**config.mk**
```make
export PLATFORM = sky130hd
export DESIGN_NAME = cfg_seq_ctrl
export DESIGN_NICKNAME = d
export VERILOG_FILES = /design/src/rtl/cfg_seq_pkg.sv /design/src/rtl/cfg_sync.sv /design/src/rtl/cfg_len_cnt.sv /design/src/rtl/cfg_seq_ctrl.sv
export SDC_FILE = /design/constraint.sdc
export NUM_CORES = 1
export LEC_CHECK = 0
export CAP_MARGIN = 20
export CORE_ASPECT_RATIO = 0.6
export CORE_UTILIZATION = 45
export DETAILED_ROUTE_END_ITERATION = 12
export GPL_TIMING_DRIVEN = 1
export PLACE_DENSITY = 0.9
export SYNTH_ARGS = -nofsm -noshare
export SYNTH_HDL_FRONTEND = slang
export SYNTH_SLANG_ARGS = --single-unit
```
**constraint.sdc**
```tcl
create_clock -name clk_i -period 3.09 [get_ports clk_i]
set_clock_uncertainty 0.1 [all_clocks]
set_input_delay 0.927 -clock clk_i [delete_from_list [all_inputs] [get_ports clk_i]]
set_output_delay 0.927 -clock clk_i [all_outputs]
set_load 0.1 [all_outputs]
```
**src/rtl/cfg_seq_pkg.sv**
```systemverilog
package cfg_seq_pkg;
  typedef enum logic [2:0] {
    ST_RESET,
    ST_CLEAR,
    ST_WAIT_INIT,
    ST_LOAD,
    ST_STARTUP,
    ST_DONE
  } cfg_state_e;
endpackage

```
**src/rtl/cfg_sync.sv**
```systemverilog
module cfg_sync #(
  parameter int unsigned     W       = 1,
  parameter int unsigned     STAGES  = 2,
  parameter logic [W-1:0]    RST_VAL = '0
) (
  input  logic         clk_i,
  input  logic         rst_ni,
  input  logic [W-1:0] d_i,
  output logic [W-1:0] q_o
);
  logic [W-1:0] stage_q [STAGES];

  for (genvar s = 0; s < STAGES; s++) begin : g_stage
    always_ff @(posedge clk_i or negedge rst_ni) begin
      if (!rst_ni)     stage_q[s] <= RST_VAL;
      else if (s == 0) stage_q[s] <= d_i;
      else             stage_q[s] <= stage_q[s-1];
    end
  end

  assign q_o = stage_q[STAGES-1];
endmodule

```
**src/rtl/cfg_len_cnt.sv**
```systemverilog
module cfg_len_cnt #(
  parameter int unsigned CNT_W = 32
) (
  input  logic             clk_i,
  input  logic             rst_ni,
  input  logic             clr_i,
  input  logic             inc_i,
  input  logic [CNT_W-1:0] len_i,
  output logic [CNT_W-1:0] cnt_o,
  output logic             full_o
);
  logic [CNT_W-1:0] cnt_q;

  always_ff @(posedge clk_i or negedge rst_ni) begin
    if (!rst_ni)    cnt_q <= '0;
    else if (clr_i) cnt_q <= '0;
    else if (inc_i) cnt_q <= cnt_q + 1'b1;
  end

  assign cnt_o  = cnt_q;
  assign full_o = (cnt_q == len_i);

  // the sequencer never pushes past the programmed length
  a_r5_no_overflow: assert property (@(posedge clk_i) disable iff (!rst_ni)
    inc_i |-> !full_o);
endmodule

```
**src/rtl/cfg_seq_ctrl.sv**
```systemverilog
module cfg_seq_ctrl
  import cfg_seq_pkg::*;
#(
  parameter int unsigned DATA_W = 8,
  parameter int unsigned CNT_W  = 32,
  parameter int unsigned SYNC_N = 2
) (
  input  logic              clk_i,
  input  logic              rst_ni,
  input  logic              prog_ni,
  input  logic              init_i,
  output logic              init_pull_o,
  output logic              clr_req_o,
  input  logic              clr_done_i,
  input  logic [DATA_W-1:0] cfg_data_i,
  input  logic              cfg_valid_i,
  input  logic [CNT_W-1:0]  cfg_len_i,
  output logic              mem_we_o,
  output logic [CNT_W-1:0]  mem_addr_o,
  output logic [DATA_W-1:0] mem_wdata_o,
  output logic              gsr_o,
  output logic              done_pull_o,
  output logic              user_en_o
);
  localparam int unsigned NSYNC = 2;

  cfg_state_e       state_q, state_d;
  logic [NSYNC-1:0] raw_in, sync_out;
  logic             prog_s, init_s;
  logic             cnt_full;
  logic [CNT_W-1:0] cnt;

  assign raw_in = {prog_ni, init_i};

  cfg_sync #(.W(NSYNC), .STAGES(SYNC_N), .RST_VAL(2'b10)) u_sync (
    .clk_i  (clk_i),
    .rst_ni (rst_ni),
    .d_i    (raw_in),
    .q_o    (sync_out)
  );

  assign prog_s = sync_out[1];
  assign init_s = sync_out[0];

  always_comb begin
    state_d = state_q;
    if (!prog_s) begin
      state_d = ST_RESET;
    end else begin
      unique case (state_q)
        ST_RESET:     state_d = ST_CLEAR;
        ST_CLEAR:     if (clr_done_i) state_d = ST_WAIT_INIT;
        ST_WAIT_INIT: if (init_s)     state_d = ST_LOAD;
        ST_LOAD:      if (cnt_full)   state_d = ST_STARTUP;
        ST_STARTUP:   state_d = ST_DONE;
        ST_DONE:      state_d = ST_DONE;
        default:      state_d = ST_RESET;
      endcase
    end
  end

  always_ff @(posedge clk_i or negedge rst_ni) begin
    if (!rst_ni) state_q <= ST_CLEAR;
    else         state_q <= state_d;
  end

  assign mem_we_o = (state_q == ST_LOAD) && cfg_valid_i && !cnt_full && prog_s;

  cfg_len_cnt #(.CNT_W(CNT_W)) u_cnt (
    .clk_i  (clk_i),
    .rst_ni (rst_ni),
    .clr_i  (state_q == ST_CLEAR),
    .inc_i  (mem_we_o),
    .len_i  (cfg_len_i),
    .cnt_o  (cnt),
    .full_o (cnt_full)
  );

  assign mem_addr_o  = cnt;
  assign mem_wdata_o = cfg_data_i;
  assign clr_req_o   = (state_q == ST_CLEAR);
  assign init_pull_o = (state_q == ST_RESET) || (state_q == ST_CLEAR);
  assign gsr_o       = !((state_q == ST_STARTUP) || (state_q == ST_DONE));
  assign done_pull_o = (state_q != ST_DONE);
  assign user_en_o   = (state_q == ST_DONE);

  // a synchronized program request always lands in reset
  a_r7_prog_forces_reset: assert property (@(posedge clk_i) disable iff (!rst_ni)
    !prog_s |=> (state_q == ST_RESET));

  // no load while the init line reads low
  a_r3_hold_while_init_low: assert property (@(posedge clk_i) disable iff (!rst_ni)
    (state_q == ST_WAIT_INIT && !init_s) |=> (state_q != ST_LOAD));

  // global reset released one cycle before done and user enable
  a_r6_gsr_drops_first: assert property (@(posedge clk_i) disable iff (!rst_ni)
    $rose(user_en_o) |-> $past(!gsr_o && done_pull_o));

  // done only with the full length written
  a_r5_done_after_len: assert property (@(posedge clk_i) disable iff (!rst_ni)
    !done_pull_o |-> (cnt == cfg_len_i));

  // each write advances the address by one
  a_r4_addr_advance: assert property (@(posedge clk_i) disable iff (!rst_ni)
    mem_we_o |=> (mem_addr_o == CNT_W'($past(mem_addr_o) + 1'b1)));
endmodule

```
==> impl_metrics.json <==
{
  "synth.distinct_cells": 47,
  "cp_max_fo": 2,
  "dr.first_iter.drc_count": 269,
  "dp_hpwl_mm": 5.52,
  "peakVddDrop_v": 0.000156,
  "diodes": 0,
  "worst_pin_slew_ps": 579,
  "gp_congestion": 0.896,
  "netlist_area_um2": 2510,
  "portBuffers": 75,
  "synth_edf_count": 0,
  "ys_warn_count": 0,
  "power.leakage_nw": 1.63,
  "status": "finished, violations left",
  "ant_nets": 0,
  "clockBufferDepth": 2,
  "required_ps": 2060,
  "crit_path_top_delay_cell": "nor4_2",
  "cts_tree": "done",
  "finalHoldViolCount": 0,
  "grt_max_degree": 49,
  "syn2layout_area_growth_pct": 37.3,
  "wl_per_cell_um": 17.9,
  "grt_use_total_pct": 27.6,
  "max_freq_mhz": 307,
  "slew_violations": 0,
  "max_cap_viol_count": 0,
  "fp.dieW_um": 98.3,
  "core.rowCount": 20,
  "path_delay_family": "simple AND/OR/NAND/NOR gates",
  "dpl_cell_area_um2": 3260,
  "die_h_um": 59.8,
  "endpoint_kind": "output pin",
  "post-route-min-period_ps": 3260,
  "synthTopCellsByCount": "dfrtp_1 (36), xor2_1 (32), nand2_1 (25)",
  "startpoint_type": "primary input",
  "drc": 7,
  "coreArea_um2": 5200,
  "cts_inserted_buffers": 5,
  "synth-main-ff-cell": "dfrtp_1",
  "syn-instance-count": 279,
  "totalWireLength_mm": 7.64,
  "critical_path_class": "primary input to output pin",
  "cts.sink_count": 39,
  "holdWs_ps": 261,
  "relSlewSlack_pct": 61.1,
  "synth_top_cell_by_area": "dfrtp_1",
  "synth_seq_cells": 39,
  "max_stage_delay_ps": 340,
  "num_vias": 2571,
  "dieArea_um2": 5880,
  "synthTopCellsByArea": "dfrtp_1 (36%), xor2_1 (11%), nand2_1 (3.7%), nand3_1 (3.6%), or4_1 (3.3%)",
  "synth_most_common_cell": "dfrtp_1",
  "ys_seq_area_share_pct": 39.1,
  "finalNetCount": 406,
  "root_buffer": "clkbuf_8",
  "antenna_found_initial": 0,
  "netlist.area_leader.share_pct": 35.9,
  "grt_pass1_wl_mm": 12.3,
  "final_area_um2": 3440,
  "path_cells": "buf_2 > xor2_1 > nor4_2 > nand4_1 > o21bai_2 > inv_2 > buf_12",
  "io_pins": 92,
  "syn-num-nets": 326,
  "crit_arrival_ps": 2230,
  "viasPerCell": 6.04,
  "drive_gt1_share_pct": 30.6,
  "grt_overflow": 0,
  "layout_setup_ws_ps": -165,
  "hold_path.class": "flip-flop to flip-flop",
  "setup_viol": 1,
  "start_util_pct": 48.1,
  "violations": "design-rule violations, negative setup slack",
  "final.period_utilization_pct": 105,
  "async_flop_share_pct": 100,
  "ctsHtreeMaxLevel": 2,
  "avgSynthCellArea_um2": 8.98,
  "path_clk_slew_ps": 80,
  "powerDensity_nw_per_um2": 332,
  "crit_buf_inv": 3,
  "grt_pass1_vias": 2497,
  "rsz0062_at_grt": "true",
  "drt-pass1-iter-count": 9,
  "clock_latency_ps": 300
}
[cells in the final DEF, fill, tap and decap left out, drive strengths merged, types with 2 or more instances in the layout]
| cell | netlist | layout |
|---|---|---|
| o31a | 3 | 3 |
| dfrtp | 36 | 36 |
| clkdlybuf4s15 | 0 | 9 |
| nor2b | 2 | 2 |
| clkbuf | 3 | 9 |
| nand3 | 19 | 19 |
| a221o | 2 | 2 |
| dlygate4sd2 | 0 | 4 |
| or2 | 3 | 3 |
| mux2 | 4 | 4 |
| a31oi | 2 | 2 |
| o21ai | 11 | 11 |
| nor3 | 8 | 8 |
| a21oi | 12 | 12 |
| inv | 15 | 15 |
| xor2 | 32 | 32 |
| o31ai | 6 | 6 |
| buf | 14 | 69 |
| and2 | 3 | 3 |
| nor2 | 9 | 9 |
| a21o | 6 | 6 |
| and3 | 8 | 8 |
| o211ai | 6 | 6 |
| nand4 | 5 | 5 |
| or4 | 11 | 11 |
| clkdlybuf4s50 | 0 | 5 |
| nor4 | 11 | 11 |
| nand2 | 25 | 25 |
| dfstp | 3 | 3 |
| or3 | 6 | 6 |
| o21a | 2 | 2 |
[layout make-up]
type                       count  area [µm²]
inverter                      15        56.3
clock inverter                 2        35.0
multi-input combinational    208        1480
sequential                    39         982
tap                           66        82.6
fill                         433        1760
timing repair buffer          90         724
clock buffer                   6        82.6
[through the flow]
stage	instances	util, %	power (mW)	setup WS, ps	setup TNS, ps
after CTS	425	65.5	1.14	-138	-138
after global placement	416	62.6	0.697	-546	-5390
after global routing	426	66.1	1.18	-240	-240
after detailed placement	416	62.6	0.701	-571	-7210
after floorplan	279	-	0.652	4.45	0
final	426	66.1	1.14	-165	-165
[layer usage]
| layer | global-route usage, % | share of wire (%) |
|---|---|---|
| met1 | 36.6 | 42 |
| met2 | 44.8 | 45 |
| met3 | 7.25 | 11 |
| met4 | 9.38 | 1.7 |
| met5 | 0 | 0 |
[repair_timing]
action                                  4_1_cts  5_1_grt
endpoints found under the hold margin         0        0
endpoints found under the setup margin        4        1
hold buffers                                  0        0
pin swaps                                    12        7
resized for setup                            95       13
setup buffers                                 1        1
[worst paths after layout]
path | start | endpoint | slack [ps] | cells after the start
min reg2reg | u_sync.stage_q[2] | u_sync.q_o[0] | 260 | 0
min | u_sync.stage_q[2] | u_sync.q_o[0] | 260 | 0
min in group asynchronous | rst_ni | state_q[1] | 970 | 2
max | cfg_len_i[8] | mem_we_o | -170 | 7
max in group asynchronous | rst_ni | u_cnt.cnt_o[2] | 1550 | 2
max reg2reg | u_cnt.cnt_o[12] | u_cnt.cnt_o[17] | 390 | 9
[state kept, by name (all words and copies together) (netlist names)]
| register | flops |
|---|---|
| state_q | 3 |
| u_cnt.cnt_o | 32 |
| u_sync.stage_q | 2 |
| u_sync.q_o | 2 |
[report_power, final]
part / internal, mW / switching (mW) / leakage, nW
sequential: 0.517 / 0.00588 / 0.526
clock: 0.261 / 0.192 / 0.0612
combinational: 0.0684 / 0.0973 / 1.05
total: 0.847 / 0.295 / 1.63
[kinds of logic (layout without fill, tap and decap cells)]
group	after synthesis	in the layout	share of synthesized area (%)
buf+inv	32	113	6.64
simple gates	112	112	24.3
flops	39	39	39.1
compound gates	57	57	15.4
mux	5	5	2.50
fa+ha+maj	1	1	0.499
xor+xnor	33	33	11.5
[worst reg2reg max path: cells and delay by family (launching register included)]
family	cells	cell delay, ps
xor gates and xnor gates	1	220
and+or+nand+nor	2	570
muxes	2	570
AOI/OAI and AO/OA	1	230
DFF	1	510
buffers and inverters	3	380
(Power assumes the default switching activity.)
